`src/rtl/irq_bank_pkg.sv`:
```
package irq_bank_pkg;
  localparam int REG_W  = 32;
  localparam int ADDR_W = 4;

  localparam logic [ADDR_W-1:0] OFS_RESET  = 4'h0;
  localparam logic [ADDR_W-1:0] OFS_GIE    = 4'h4;
  localparam logic [ADDR_W-1:0] OFS_STATUS = 4'h8;
  localparam logic [ADDR_W-1:0] OFS_ENABLE = 4'hC;

  localparam logic [REG_W-1:0] RESET_KEY = 32'h0000_000A;

  typedef struct packed {
    logic gieWr;
    logic statusWr;
    logic enableWr;
    logic softRst;
  } regStrobes_t;

  function automatic logic [REG_W-1:0] implMask(input int nBits);
    logic [2*REG_W-1:0] wide;
    wide = (64'd1 << nBits) - 64'd1;
    return wide[REG_W-1:0];
  endfunction
endpackage

```
`src/rtl/irq_bank_ctrl.sv`:
```
module irq_bank_ctrl
  import irq_bank_pkg::*;
(
  input  logic              clk,
  input  logic              rstN,
  input  logic              wrEn,
  input  logic [ADDR_W-1:0] addr,
  input  logic [REG_W-1:0]  wrData,
  output regStrobes_t       strobes
);
  logic softRstQ;
  logic keyHit;

  assign keyHit = wrEn && (addr == OFS_RESET) && (wrData == RESET_KEY);

  // Reset pulse lives for exactly the cycle after the keyed write.
  always_ff @(posedge clk) begin
    if (!rstN) softRstQ <= 1'b0;
    else       softRstQ <= keyHit;
  end

  always_comb begin
    strobes.gieWr    = wrEn && (addr == OFS_GIE);
    strobes.statusWr = wrEn && (addr == OFS_STATUS);
    strobes.enableWr = wrEn && (addr == OFS_ENABLE);
    strobes.softRst  = softRstQ;
  end
endmodule

```
`src/rtl/irq_bank_regs.sv`:
```
module irq_bank_regs
  import irq_bank_pkg::*;
#(
  parameter int NUM_BITS = 8
) (
  input  logic              clk,
  input  logic              rstN,
  input  regStrobes_t       strobes,
  input  logic              rdEn,
  input  logic [ADDR_W-1:0] addr,
  input  logic [REG_W-1:0]  wrData,
  input  logic [REG_W-1:0]  eventIn,
  input  logic [REG_W-1:0]  statusInit,
  output logic [REG_W-1:0]  statusQ,
  output logic [REG_W-1:0]  enableQ,
  output logic              gieQ,
  output logic [REG_W-1:0]  rdData,
  output logic              irqOut
);
  localparam logic [REG_W-1:0] MASK = implMask(NUM_BITS);

  logic [REG_W-1:0] prevEvtQ;
  logic [REG_W-1:0] riseEvt;
  logic [REG_W-1:0] toggled;
  logic [REG_W-1:0] rdMux;
  logic             anyReset;

  assign anyReset = !rstN || strobes.softRst;
  assign riseEvt  = eventIn & ~prevEvtQ & MASK;
  assign toggled  = strobes.statusWr ? (statusQ ^ wrData) : statusQ;

  // Edge history tracks the inputs even through reset, so a level that
  // was already high does not count as a new event afterwards.
  always_ff @(posedge clk) prevEvtQ <= eventIn & MASK;

  always_ff @(posedge clk) begin
    if (anyReset) begin
      statusQ <= statusInit & MASK;
      enableQ <= '0;
      gieQ    <= 1'b0;
    end else begin
      statusQ <= (toggled | riseEvt) & MASK;
      if (strobes.enableWr) enableQ <= wrData & MASK;
      if (strobes.gieWr)    gieQ    <= wrData[0];
    end
  end

  always_comb begin
    case (addr)
      OFS_GIE:    rdMux = {{(REG_W-1){1'b0}}, gieQ};
      OFS_STATUS: rdMux = statusQ;
      OFS_ENABLE: rdMux = enableQ;
      default:    rdMux = '0;
    endcase
  end

  always_ff @(posedge clk) begin
    if (!rstN)     rdData <= '0;
    else if (rdEn) rdData <= rdMux;
  end

  generate
    if (NUM_BITS == 0) begin : gNoBits
      assign irqOut = 1'b0;
    end else begin : gBits
      assign irqOut = gieQ && (|(statusQ & enableQ));
    end
  endgenerate
endmodule

```
`src/rtl/irq_toggle_bank.sv`:
```
module irq_toggle_bank
  import irq_bank_pkg::*;
#(
  parameter int NUM_BITS = 8
) (
  input  logic              clk,
  input  logic              rstN,
  input  logic              wrEn,
  input  logic              rdEn,
  input  logic [ADDR_W-1:0] addr,
  input  logic [REG_W-1:0]  wrData,
  output logic [REG_W-1:0]  rdData,
  input  logic [REG_W-1:0]  eventIn,
  input  logic [REG_W-1:0]  statusInit,
  output logic              irqOut
);
  regStrobes_t      strobes;
  logic [REG_W-1:0] statusQ;
  logic [REG_W-1:0] enableQ;
  logic             gieQ;

  irq_bank_ctrl uCtrl (
    .clk(clk), .rstN(rstN), .wrEn(wrEn), .addr(addr), .wrData(wrData),
    .strobes(strobes)
  );

  irq_bank_regs #(.NUM_BITS(NUM_BITS)) uRegs (
    .clk(clk), .rstN(rstN), .strobes(strobes), .rdEn(rdEn), .addr(addr),
    .wrData(wrData), .eventIn(eventIn), .statusInit(statusInit),
    .statusQ(statusQ), .enableQ(enableQ), .gieQ(gieQ),
    .rdData(rdData), .irqOut(irqOut)
  );
endmodule

```
`config.mk`:
```
export PLATFORM = sky130hd
export DESIGN_NAME = irq_toggle_bank
export DESIGN_NICKNAME = d
export VERILOG_FILES = /design/src/rtl/irq_bank_pkg.sv /design/src/rtl/irq_bank_ctrl.sv /design/src/rtl/irq_bank_regs.sv /design/src/rtl/irq_toggle_bank.sv
export SDC_FILE = /design/constraint.sdc
export NUM_CORES = 1
export LEC_CHECK = 0
export CORE_UTILIZATION = 36
export DETAILED_ROUTE_END_ITERATION = 10
export PLACE_DENSITY = 0.95
export SYNTH_ARGS = -nofsm -noshare
export SYNTH_HDL_FRONTEND = slang
export SYNTH_SLANG_ARGS = --single-unit
```
`constraint.sdc`:
```
create_clock -name clk -period 3.9 [get_ports clk]
set_input_delay 0.975 -clock clk [delete_from_list [all_inputs] [get_ports clk]]
set_output_delay 0.975 -clock clk [all_outputs]
set_load 0.05 [all_outputs]
```
==> results of run 1 <==
==> routing by layer <==
layer  GRT usage [%]  up-vias
li1                -      831
met1            23.0      779
met2            29.5       87
met3            4.58       11
met4            8.50        0
met5               0        -
==> power by group <==
part,internal [W],switching (W),leakage [nW]
logic,0.0000739,0.000100,0.550
registers,0.000362,0.0000105,0.280
clock network,0.000122,0.000127,0.0373
==> state kept, by name (all words and copies together) (netlist names) <==
signal          cells
uRegs.gieQ          1
uRegs.statusQ       8
uRegs.rdData        8
uRegs.prevEvtQ      8
uRegs.enableQ       8
uCtrl.softRstQ      1
==> layout make-up <==
type / instances / area (um^2)
inverter: 9 / 33.8
tap: 67 / 83.8
sequential: 34 / 681
fill: 470 / 2310
clock buffer: 6 / 72.6
clock inverter: 1 / 7.51
timing repair buffer: 64 / 641
multi-input combinational: 158 / 926
==> kinds of logic after synthesis <==
| family | after synthesis | share of synthesized area (%) |
|---|---|---|
| other | 1 | 0.210 |
| AOI/OAI and AO/OA | 56 | 18.3 |
| DFF | 34 | 38.0 |
| muxes | 8 | 5.04 |
| buffers and inverters | 45 | 15.0 |
| and+or+nand+nor | 70 | 23.4 |
==> through the flow <==
step / hold slack (ns) / area, um^2 / total power, W
2_1_floorplan: 0.463 / 1880 / 0.000497
3_3_place_gp: 0.467 / 2360 / 0.000550
3_5_place_dp: 0.466 / 2360 / 0.000553
4_1_cts: 0.476 / 2440 / 0.000799
5_1_grt: 0.509 / 2440 / 0.000827
6_report: 0.477 / 2440 / 0.000795
==> placed cells by master (no fill, tap or decap), types with 2 or more instances in the layout <==
cell type and instances:
sky130_fd_sc_hd__a21boi_0 6, sky130_fd_sc_hd__a21oi_1 17, sky130_fd_sc_hd__o21ai_0 16, sky130_fd_sc_hd__or3_1 7
sky130_fd_sc_hd__a31oi_1 9, sky130_fd_sc_hd__nor4_1 5, sky130_fd_sc_hd__clkdlybuf4s50_1 64, sky130_fd_sc_hd__mux2_2 8
sky130_fd_sc_hd__a22oi_1 4, sky130_fd_sc_hd__nor2_1 9, sky130_fd_sc_hd__inv_1 9, sky130_fd_sc_hd__a21boi_1 2
sky130_fd_sc_hd__nand3b_1 8, sky130_fd_sc_hd__nand3_1 17, sky130_fd_sc_hd__conb_1 24, sky130_fd_sc_hd__clkbuf_8 5
sky130_fd_sc_hd__nor2b_1 3, sky130_fd_sc_hd__dfxtp_1 34, sky130_fd_sc_hd__nand2b_1 8, sky130_fd_sc_hd__nor3_1 3
sky130_fd_sc_hd__nand4_1 3
==> path summary, 6_finish.rpt <==
path | start | to | slack, ns | cells after the start
worst max-delay path | uRegs.statusQ[3] | irqOut | 1.04 | 3
worst min-delay path | uRegs.rdData[5] | uRegs.rdData[5] | 0.48 | 2
worst max register to register | uCtrl.softRstQ | uRegs.statusQ[0] | 2.64 | 3
worst min register to register | uRegs.rdData[5] | uRegs.rdData[5] | 0.48 | 2
==> critical path, delay by kind of cell, from the launching register on <==
kind / cells / cell delay, ns
buffers and inverters: 1 / 0.85
AOI/OAI and AO/OA: 2 / 0.35
DFF: 1 / 0.39
==> Yosys cell counts <==
library cell	n
sky130_fd_sc_hd__nor3_1	3
sky130_fd_sc_hd__a21boi_1	2
sky130_fd_sc_hd__buf_2	2
sky130_fd_sc_hd__dfxtp_1	34
sky130_fd_sc_hd__buf_6	1
sky130_fd_sc_hd__or3_1	7
sky130_fd_sc_hd__nor2b_1	3
sky130_fd_sc_hd__nand3b_1	8
sky130_fd_sc_hd__a21o_1	1
sky130_fd_sc_hd__clkbuf_1	8
sky130_fd_sc_hd__nor4bb_1	1
sky130_fd_sc_hd__nor2_1	9
sky130_fd_sc_hd__nor4b_1	1
sky130_fd_sc_hd__nor4_1	5
sky130_fd_sc_hd__buf_4	24
sky130_fd_sc_hd__or3b_4	1
sky130_fd_sc_hd__nand2b_1	8
sky130_fd_sc_hd__and2_1	1
sky130_fd_sc_hd__nand4b_1	1
sky130_fd_sc_hd__a31oi_1	9
sky130_fd_sc_hd__nand3_1	17
sky130_fd_sc_hd__a21oi_1	17
sky130_fd_sc_hd__conb_1	1
sky130_fd_sc_hd__a21boi_0	6
sky130_fd_sc_hd__o21ai_0	16
sky130_fd_sc_hd__buf_1	1
sky130_fd_sc_hd__a22oi_1	4
sky130_fd_sc_hd__nand4_1	3
sky130_fd_sc_hd__a41oi_1	1
sky130_fd_sc_hd__nand2_1	1
sky130_fd_sc_hd__nor3b_2	1
sky130_fd_sc_hd__inv_1	9
sky130_fd_sc_hd__mux2_2	8
==> tab_implementation.tex, run 1 <==
\begin{tabular}{lr}
\hline
Metric & Value \\
\hline
\multicolumn{2}{l}{\textbf{Timing}} \\
Clock period minus final worst setup slack & 2.86 ns \\
Hold Vio Cnt, Final & 0 \\
Post-layout worst setup margin & $\sim$1.0 ns \\
Setup repair after global routing missed its margin & false \\
Highest Clock Rate & 0.349 GHz \\
Fin crit share & 73.4\% \\
Final setup viols & 0 \\
Relative slew slack & 29.7\% \\
Slew at the pin closest to its max-slew limit & around 1.0 ns \\
Clock Skew & 0.00835 ns \\
Count of final max-slew check failures & 0 \\
Final-layout setup total negative slack & 0 ns \\
\multicolumn{2}{l}{\textbf{CTS}} \\
CTS tree & yes \\
Total clock sinks & 34 \\
Clock network latency to the later pin of the worst-skew pair & 0.29 ns \\
Root buffer selected by CTS & sky130\_fd\_sc\_hd\_\_clkbuf\_8 \\
Worst-path clk slew & 0.07 ns \\
Post-CTS setup buffer count & 0 \\
Number of levels the H-tree was split into & 2 \\
Number of buffers created by CTS & 5 \\
Post-CTS Hold Fix Bufs & 0 \\
Gates resized, CTS repair & 0 \\
Buffers from clock root to sink, at most & 2 \\
\multicolumn{2}{l}{\textbf{Worst setup path}} \\
Crit-path max FO & 4 \\
Slowest cell on the critical path & sky130\_fd\_sc\_hd\_\_clkdlybuf4s50\_1 \\
Required time at the endpoint of the critical path & 2.92 ns \\
Worst setup SP type & flip-flop \\
WS Path Type & flip-flop to primary output \\
List of cells traversed by the critical path & a22oi\_1, a41oi\_1, clkdlybuf4s50\_1 \\
Slowest cell delay on critical path & 0.85 ns \\
Critical path capture point type & primary output \\
Arrival time at the worst endpoint & 1.89 ns \\
\multicolumn{2}{l}{\textbf{Power}} \\
Largest vdd supply drop & between 0.1 and 0.15 mV \\
Power density relative to cell area & 325 mW/mm\^{}2 \\
Lkg Pwr & just under 0.9 nW \\
\multicolumn{2}{l}{\textbf{Routing}} \\
WL met1 & 1770 um \\
Number of iterations in the first detailed-routing pass & 4 \\
Initial DRC Count & 135 \\
Vias & approximately 1.7k \\
Via density per instance & 5.04 \\
WL per Instance & approximately 13 um \\
Remaining design rule violation count & 0 \\
Number of routed nets with antenna violations & 0 \\
Met3 Routed Length & 423 um \\
Post-detailed-routing wire length & 4440 um \\
Top layer in use & met4 \\
Routed length on met2 & 2170 um \\
\multicolumn{2}{l}{\textbf{Layout}} \\
Layout Nets & 376 \\
Layout cell share with drive strength beyond 1 & 5.88\% \\
Core occupancy in the finished layout & between 50\% and 60\% \\
Ant. Diodes & 0 \\
Filler-free cell count of the finished design & 339 \\
Area growth, synth to finish & 36.6\% \\
\multicolumn{2}{l}{\textbf{Logic synthesis}} \\
Number of synthesized register bits & 34 \\
Cell area after technology mapping & between 0.0015 and 0.002 mm\^{}2 \\
Sequential-to-total area share from yosys stat & 38.0\% \\
Synth warn & 0 \\
Area share of the largest cell type after synthesis & 38.0\% \\
Main area contributors after synthesis & sky130\_fd\_sc\_hd\_\_dfxtp\_1, sky130\_fd\_sc\_hd\_\_buf\_4, sky130\_fd\_sc\_hd\_\_mux2\_2, sky130\_fd\_sc\_hd\_\_a21oi\_1, sky130\_fd\_sc\_hd\_\_nand3\_1 \\
Synth Area per Inst & 8.36 um\^{}2 \\
Biggest area consumer among synthesized cells & sky130\_fd\_sc\_hd\_\_dfxtp\_1 \\
Post-synthesis cell count & about 210 \\
Library cells used by synthesis & 33 \\
\multicolumn{2}{l}{\textbf{Placement}} \\
Routability cong. & 0.814 \\
DP Worst Slack & about 1.1 ns \\
Placed cell count & between 300 and 400 \\
HPWL after DPL & 3330 um \\
Port bufs & between 60 and 70 \\
\multicolumn{2}{l}{\textbf{Floorplan}} \\
Effective utilization at floorplan & 37.6\% \\
Die ar. & 0.00526 mm\^{}2 \\
Top-level port count & 137 \\
Die Height & 72.5 um \\
Core Rows & 25 \\
Core area & 0.00475 mm\^{}2 \\
Width of the chip & 72.5 um \\
\multicolumn{2}{l}{\textbf{Global route}} \\
Gr ovfl total & 0 \\
Initial antenna violation count & 0 \\
Number of global-route vias before repair & 1613 \\
Global-route wire length before repair & approximately 7300 um \\
Global routing usage summed across all routing layers & 18.3\% \\
Pin count of the biggest net entering global routing & 24 \\
\multicolumn{2}{l}{\textbf{Hold path}} \\
Min-Delay Path Class & flip-flop to flip-flop \\
\multicolumn{2}{l}{\textbf{Flow run}} \\
Number of max-cap violations & 0 \\
\multicolumn{2}{l}{\textbf{Outcome}} \\
Result of the run & finished, final reports clean \\
\hline
\end{tabular}
Power figures use the tool's default switching activity.
==> run 2, diff against run 1 <==
Settings changed: CORE_UTILIZATION 36 to 30, PLACE_DENSITY 0.95 to 0.87.
Clock period 3.9 ns to 2.35 ns, I/O delays scaled along.
==> tab_implementation.tex, run 2 (same netlist as run 1, synthesis figures left out) <==
\begin{tabular}{lr}
\hline
Metric & Value \\
\hline
\multicolumn{2}{l}{\textbf{Worst setup path}} \\
Crit-path max FO & 2 (was 4) \\
List of cells traversed by the critical path & clkdlybuf4s50\_1 (was a22oi\_1, a41oi\_1, clkdlybuf4s50\_1) \\
Worst r2r src & uCtrl.softRstQ (unchanged) \\
WS Path Type & flip-flop to primary output (unchanged) \\
Arrival time at the worst endpoint & 1.45 ns (was 1.89 ns) \\
Worst setup SP type & flip-flop (unchanged) \\
Top Family by Delay on Critical Path & buffers and inverters (unchanged) \\
Critical path capture point type & primary output (unchanged) \\
Register-to-register setup slack & 1.34 ns (was 2.64 ns) \\
Number of buffer and inverter instances along the worst setup path & 1 (unchanged) \\
Required time at the endpoint of the critical path & 1.76 ns (was 2.92 ns) \\
Cell count of the worst reg-to-reg path & 4 (was 3) \\
Terminus of the critical flop-to-flop path & uRegs.statusQ[0] (unchanged) \\
Slowest cell delay on critical path & 0.81 ns (was 0.85 ns) \\
Slowest cell on the critical path & sky130\_fd\_sc\_hd\_\_clkdlybuf4s50\_1 (unchanged) \\
\multicolumn{2}{l}{\textbf{CTS}} \\
Clock network latency to the later pin of the worst-skew pair & 0.30 ns (was 0.29 ns) \\
Number of buffers created by CTS & 5 (unchanged) \\
Total clock sinks & 34 (unchanged) \\
Worst-path clk slew & 0.07 ns (about the same) \\
Root buffer selected by CTS & sky130\_fd\_sc\_hd\_\_clkbuf\_8 (unchanged) \\
Post-CTS setup buffer count & 0 (unchanged) \\
Gates resized, CTS repair & 0 (unchanged) \\
CTS tree & yes (unchanged) \\
Buffers from clock root to sink, at most & 2 (unchanged) \\
Post-CTS Hold Fix Bufs & 0 (unchanged) \\
Number of levels the H-tree was split into & 2 (unchanged) \\
\multicolumn{2}{l}{\textbf{Layout}} \\
Number of filler instances in the final layout & 557 (was 470) \\
Area growth, synth to finish & 42.6\% (was 36.6\%) \\
Core occupancy in the finished layout & 45.2\% (was 51.4\%) \\
Multi-input gate area in the final layout & 926 um\^{}2 (unchanged) \\
Layout Nets & 382 (was 376) \\
Layout cell share with drive strength beyond 1 & 8.96\% (was 5.88\%) \\
Highest-count cells in the layout ignoring fill and taps & sky130\_fd\_sc\_hd\_\_clkdlybuf4s50\_1, sky130\_fd\_sc\_hd\_\_dfxtp\_1, sky130\_fd\_sc\_hd\_\_conb\_1 (unchanged) \\
Ant. Diodes & 0 (unchanged) \\
Most common cell after layout, fill and taps aside & sky130\_fd\_sc\_hd\_\_clkdlybuf4s50\_1 (unchanged) \\
Sequential Area & 681 um\^{}2 (unchanged) \\
\multicolumn{2}{l}{\textbf{Routing}} \\
Number of routed nets with antenna violations & 0 (unchanged) \\
Initial DRC Count & 121 (was 135) \\
WL per Instance & 13.5 um (was 13.1 um) \\
Via density per instance & 4.95 (was 5.04) \\
Vias & 1739 (was 1708) \\
Remaining design rule violation count & 0 (unchanged) \\
Number of iterations in the first detailed-routing pass & 4 (unchanged) \\
Post-detailed-routing wire length & 4730 um (was 4440 um) \\
\multicolumn{2}{l}{\textbf{Placement}} \\
Routability cong. & 0.852 (was 0.814) \\
Port bufs & 64 (unchanged) \\
HPWL after DPL & 3510 um (was 3330 um) \\
\multicolumn{2}{l}{\textbf{Global route}} \\
Pin count of the biggest net entering global routing & 24 (unchanged) \\
Busiest layer in global routing & met2 (unchanged) \\
Met2 track demand over resource in global routing & 27.8\% (was 29.5\%) \\
Global routing usage summed across all routing layers & 15.8\% (was 18.3\%) \\
GRT met3 Usage & 4.37\% (was 4.58\%) \\
Met1 Use GR & 18.3\% (was 23.0\%) \\
Gr ovfl total & 0 (unchanged) \\
Number of global-route vias before repair & 1615 (was 1613) \\
Global-route wire length before repair & 7470 um (was 7320 um) \\
Initial antenna violation count & 0 (unchanged) \\
\multicolumn{2}{l}{\textbf{Outcome}} \\
Result of the run & finished, final reports clean (unchanged) \\
\multicolumn{2}{l}{\textbf{Timing}} \\
Slew at the pin closest to its max-slew limit & 0.501 ns (was 1.05 ns) \\
Final-layout setup total negative slack & 0 ns (unchanged) \\
Setup repair after global routing missed its margin & false (unchanged) \\
Clock period minus final worst setup slack & 2.04 ns \\
Count of final max-slew check failures & 0 (unchanged) \\
Clock Skew & 0.00607 ns (was 0.00835 ns) \\
Relative slew slack & 66.5\% (was 29.7\%) \\
Hold Vio Cnt, Final & 0 (unchanged) \\
Fin crit share & 86.7\% \\
Highest Clock Rate & 0.491 GHz \\
Final setup viols & 0 (unchanged) \\
\multicolumn{2}{l}{\textbf{Power}} \\
Lkg Pwr & 0.930 nW (was 0.868 nW) \\
Power density relative to cell area & 617 mW/mm\^{}2 (was 325 mW/mm\^{}2) \\
Largest vdd supply drop & 0.328 mV (was 0.116 mV) \\
\multicolumn{2}{l}{\textbf{Floorplan}} \\
Top-level port count & 137 (unchanged) \\
Die ar. & 0.00628 mm\^{}2 (was 0.00526 mm\^{}2) \\
Core area & 0.00564 mm\^{}2 (was 0.00475 mm\^{}2) \\
Core Rows & 27 (was 25) \\
Effective utilization at floorplan & 31.7\% (was 37.6\%) \\
Width of the chip & 79.2 um (was 72.5 um) \\
Die Height & 79.2 um (was 72.5 um) \\
\multicolumn{2}{l}{\textbf{Hold path}} \\
Hold endpoint & uRegs.rdData[1] (was uRegs.rdData[5]) \\
Hold-critical path depth & 2 (unchanged) \\
Min-Delay Startpoint & uRegs.rdData[1] (was uRegs.rdData[5]) \\
Min-Delay Path Class & flip-flop to flip-flop (unchanged) \\
\multicolumn{2}{l}{\textbf{Flow run}} \\
Number of max-cap violations & 0 (unchanged) \\
\hline
\end{tabular}
-- run 2: cell type report --
type / instances / area share (%)
sequential: 34 / 26.7
clock inverter: 3 / 2.70
inverter: 9 / 1.32
multi-input combinational: 158 / 36.3
tap: 72 / 3.53
timing repair buffer: 70 / 26.8
clock buffer: 5 / 2.70
-- run 2: worst max path at each step --
stage,from,end,slack (ns),depth (start not counted)
2_1_floorplan,uRegs.statusQ[3],irqOut,0.44,2
3_3_place_gp,addr[3],uRegs.statusQ[6],0.18,4
3_5_place_dp,addr[3],uRegs.statusQ[6],0.14,4
4_1_cts,uRegs.rdData[5],rdData[5],0.30,1
5_1_grt,uRegs.rdData[2],rdData[2],0.27,1
6_report,uRegs.rdData[5],rdData[5],0.31,1
-- run 2: power breakdown --
| group | leakage, nW | switching [W] | internal, W |
|---|---|---|---|
| Combinational | 0.582 | 0.000169 | 0.000128 |
| Sequential | 0.280 | 0.0000176 | 0.000600 |
| Clock | 0.0683 | 0.000234 | 0.000425 |
| Total | 0.930 | 0.000421 | 0.00115 |
-- run 2: per-layer routing --
layer / routed length [um] / up-vias
li1: - / 845
met1: 1890 / 799
met2: 2380 / 87
met3: 382 / 8
met4: 70 / 0
met5: 0 / -
-- run 2: through the flow --
step	total power, W	hold WS [ns]	area, um^2	std cells	setup WS, ns
3_5_place_dp	0.000925	0.476	2410	343	0.138
3_3_place_gp	0.000920	0.472	2410	343	0.183
4_1_cts	0.00158	0.487	2550	351	0.297
2_1_floorplan	0.000825	0.463	1880	237	0.437
6_report	0.00157	0.483	2550	351	0.313
5_1_grt	0.00164	0.508	2550	351	0.270
==> run 3, diff against run 2 <==
Settings changed: CORE_UTILIZATION 30 to 33, PLACE_DENSITY 0.87 to 0.88, SYNTH_HIERARCHICAL set to 1.
==> tab_implementation.tex, run 3 <==
\begin{tabular}{lr}
\hline
Metric & Value \\
\hline
\multicolumn{2}{l}{\textbf{Outcome}} \\
Result of the run & finished, final reports clean (unchanged) \\
\multicolumn{2}{l}{\textbf{Worst setup path}} \\
Crit-path max FO & 2 (unchanged) \\
Register-to-register setup slack & 1.43 ns (was 1.34 ns) \\
List of cells traversed by the critical path & clkdlybuf4s50\_1 (unchanged) \\
Top Family by Delay on Critical Path & buffers and inverters (unchanged) \\
Number of buffer and inverter instances along the worst setup path & 1 (unchanged) \\
Arrival time at the worst endpoint & 1.46 ns (was 1.45 ns) \\
Slowest cell delay on critical path & 0.82 ns (was 0.81 ns) \\
Critical path capture point type & primary output (unchanged) \\
Required time at the endpoint of the critical path & 1.76 ns (about the same) \\
Worst setup SP type & flip-flop (unchanged) \\
WS Path Type & flip-flop to primary output (unchanged) \\
Slowest cell on the critical path & sky130\_fd\_sc\_hd\_\_clkdlybuf4s50\_1 (unchanged) \\
\multicolumn{2}{l}{\textbf{Logic synthesis}} \\
Cell area after technology mapping & 0.00176 mm\^{}2 (was 0.00179 mm\^{}2) \\
Synth Area per Inst & 9.27 um\^{}2 (was 8.36 um\^{}2) \\
Post-synthesis cell count & 190 (was 214) \\
Synth warn & 6 (was 0) \\
\multicolumn{2}{l}{\textbf{Routing}} \\
Number of routed nets with antenna violations & 0 (unchanged) \\
Number of iterations in the first detailed-routing pass & 4 (unchanged) \\
Via density per instance & 4.34 (was 4.95) \\
Initial DRC Count & 28 (was 121) \\
Remaining design rule violation count & 0 (unchanged) \\
Post-detailed-routing wire length & 3790 um (was 4730 um) \\
Vias & 1405 (was 1739) \\
WL per Instance & 11.7 um (was 13.5 um) \\
\multicolumn{2}{l}{\textbf{CTS}} \\
Worst-path clk slew & 0.07 ns (about the same) \\
Number of levels the H-tree was split into & 2 (unchanged) \\
Total clock sinks & 34 (unchanged) \\
Post-CTS Hold Fix Bufs & 0 (unchanged) \\
Post-CTS setup buffer count & 0 (unchanged) \\
Gates resized, CTS repair & 0 (unchanged) \\
Buffers from clock root to sink, at most & 2 (unchanged) \\
CTS tree & yes (unchanged) \\
Number of buffers created by CTS & 5 (unchanged) \\
Root buffer selected by CTS & sky130\_fd\_sc\_hd\_\_clkbuf\_8 (unchanged) \\
Clock network latency to the later pin of the worst-skew pair & 0.29 ns (was 0.30 ns) \\
\multicolumn{2}{l}{\textbf{Floorplan}} \\
Top-level port count & 137 (unchanged) \\
Die Height & 75.0 um (was 79.2 um) \\
Core Rows & 26 (was 27) \\
Core area & 0.00511 mm\^{}2 (was 0.00564 mm\^{}2) \\
Die ar. & 0.00563 mm\^{}2 (was 0.00628 mm\^{}2) \\
Effective utilization at floorplan & 34.5\% (was 31.7\%) \\
Width of the chip & 75.0 um (was 79.2 um) \\
\multicolumn{2}{l}{\textbf{Timing}} \\
Final-layout setup total negative slack & 0 ns (unchanged) \\
Slew at the pin closest to its max-slew limit & 0.506 ns (was 0.501 ns) \\
Relative slew slack & 66.2\% (was 66.5\%) \\
Hold Vio Cnt, Final & 0 (unchanged) \\
Fin crit share & 87.2\% (was 86.7\%) \\
Count of final max-slew check failures & 0 (unchanged) \\
Clock Skew & 0.00322 ns (was 0.00607 ns) \\
Final setup viols & 0 (unchanged) \\
Setup repair after global routing missed its margin & false (unchanged) \\
Highest Clock Rate & 0.488 GHz (was 0.491 GHz) \\
Clock period minus final worst setup slack & 2.05 ns (was 2.04 ns) \\
\multicolumn{2}{l}{\textbf{Power}} \\
Clock Power Share & 35.8\% (was 41.9\%) \\
Lkg Pwr & 0.902 nW (was 0.930 nW) \\
Internal power consumption & 0.00102 W (was 0.00115 W) \\
Largest vdd supply drop & 0.354 mV (was 0.328 mV) \\
Combinational power share & 19.9\% (was 18.9\%) \\
Switching power of the nets & 0.000374 W (was 0.000421 W) \\
Seq pwr share & 44.3\% (was 39.2\%) \\
Sw Ratio & 26.9\% (was 26.7\%) \\
Power density relative to cell area & 568 mW/mm\^{}2 (was 617 mW/mm\^{}2) \\
\multicolumn{2}{l}{\textbf{Hold path}} \\
Min-Delay Path Class & flip-flop to flip-flop (unchanged) \\
\multicolumn{2}{l}{\textbf{Flow run}} \\
Number of max-cap violations & 0 (unchanged) \\
\multicolumn{2}{l}{\textbf{Global route}} \\
Number of global-route vias before repair & 1445 (was 1615) \\
Met1 Use GR & 15.8\% (was 18.3\%) \\
GRT met3 Usage & 5.09\% (was 4.37\%) \\
Met2 track demand over resource in global routing & 27.2\% (was 27.8\%) \\
Global-route wire length before repair & 6190 um (was 7470 um) \\
Busiest layer in global routing & met2 (unchanged) \\
Global routing usage summed across all routing layers & 14.9\% (was 15.8\%) \\
Initial antenna violation count & 0 (unchanged) \\
Pin count of the biggest net entering global routing & 17 (was 24) \\
Gr ovfl total & 0 (unchanged) \\
\multicolumn{2}{l}{\textbf{Placement}} \\
Routability cong. & 0.846 (was 0.852) \\
Port bufs & 64 (unchanged) \\
HPWL after DPL & 3050 um (was 3510 um) \\
\multicolumn{2}{l}{\textbf{Layout}} \\
Most common cell after layout, fill and taps aside & sky130\_fd\_sc\_hd\_\_clkdlybuf4s50\_1 (unchanged) \\
Layout Nets & 357 (was 382) \\
Area growth, synth to finish & 39.1\% (was 42.6\%) \\
Core occupancy in the finished layout & 47.9\% (was 45.2\%) \\
Number of filler instances in the final layout & 491 (was 557) \\
Highest-count cells in the layout ignoring fill and taps & sky130\_fd\_sc\_hd\_\_clkdlybuf4s50\_1, sky130\_fd\_sc\_hd\_\_dfxtp\_1, sky130\_fd\_sc\_hd\_\_conb\_1 (unchanged) \\
Ant. Diodes & 0 (unchanged) \\
Layout cell share with drive strength beyond 1 & 10.6\% (was 8.96\%) \\
\hline
\end{tabular}
run 3: cell types whose count changed in the layout (fill, tap and decap cells not counted), moves of 10 or more:
cell / previous run / this run
sky130_fd_sc_hd__a21oi_1: 17 / 0
sky130_fd_sc_hd__mux2i_1: 0 / 16
sky130_fd_sc_hd__nand2_1: 1 / 11
sky130_fd_sc_hd__nand3_1: 17 / 2
sky130_fd_sc_hd__nor2_1: 9 / 20
sky130_fd_sc_hd__o21ai_0: 16 / 0
run 3: path summary, 6_finish.rpt:
| path | from | endpoint | depth (start not counted) |
|---|---|---|---|
| worst min register to register | uRegs/rdData[0] | uRegs/rdData[0] | 2 |
| worst min-delay path | uRegs/rdData[0] | uRegs/rdData[0] | 2 |
| worst max-delay path | uRegs/rdData[1] | rdData[1] | 1 |
| worst max register to register | uCtrl/softRstQ | uRegs/statusQ[3] | 4 |
run 3: final cells by class:
type	count	area, um^2	area share (%)
multi-input cells	137	871	35.6
flip-flops and latches	34	681	27.8
repair buffers	67	661	27.0
clock buffers	8	110	4.50
well taps	70	87.6	3.58
inverters	8	38.8	1.58
run 3: routing by layer:
layer  wire [um]  vias to the layer above
li1            -                      720
met1        1540                      622
met5           0                        -
met2        1940                       59
met3         270                        4
met4          43                        0
run 3: through the flow:
step	worst slack (ns)	total power [W]	cell area (um^2)	instances	hold WS (ns)
4_1_cts	0.290	0.00141	2450	324	0.485
3_3_place_gp	0.226	0.000900	2340	316	0.458
2_1_floorplan	0.422	0.000818	1850	213	0.481
3_5_place_dp	0.201	0.000904	2340	316	0.472
6_report	0.301	0.00139	2450	324	0.479
5_1_grt	0.255	0.00145	2450	324	0.498
run 3: power groups by stage:
stage,combinational [W],clock (W),sequential [W]
floorplan,0.000186,0,0.000631
global placement,0.000271,0,0.000628
detailed placement,0.000275,0,0.000630
CTS,0.000277,0.000512,0.000617
global route,0.000297,0.000533,0.000619
finish,0.000276,0.000498,0.000617
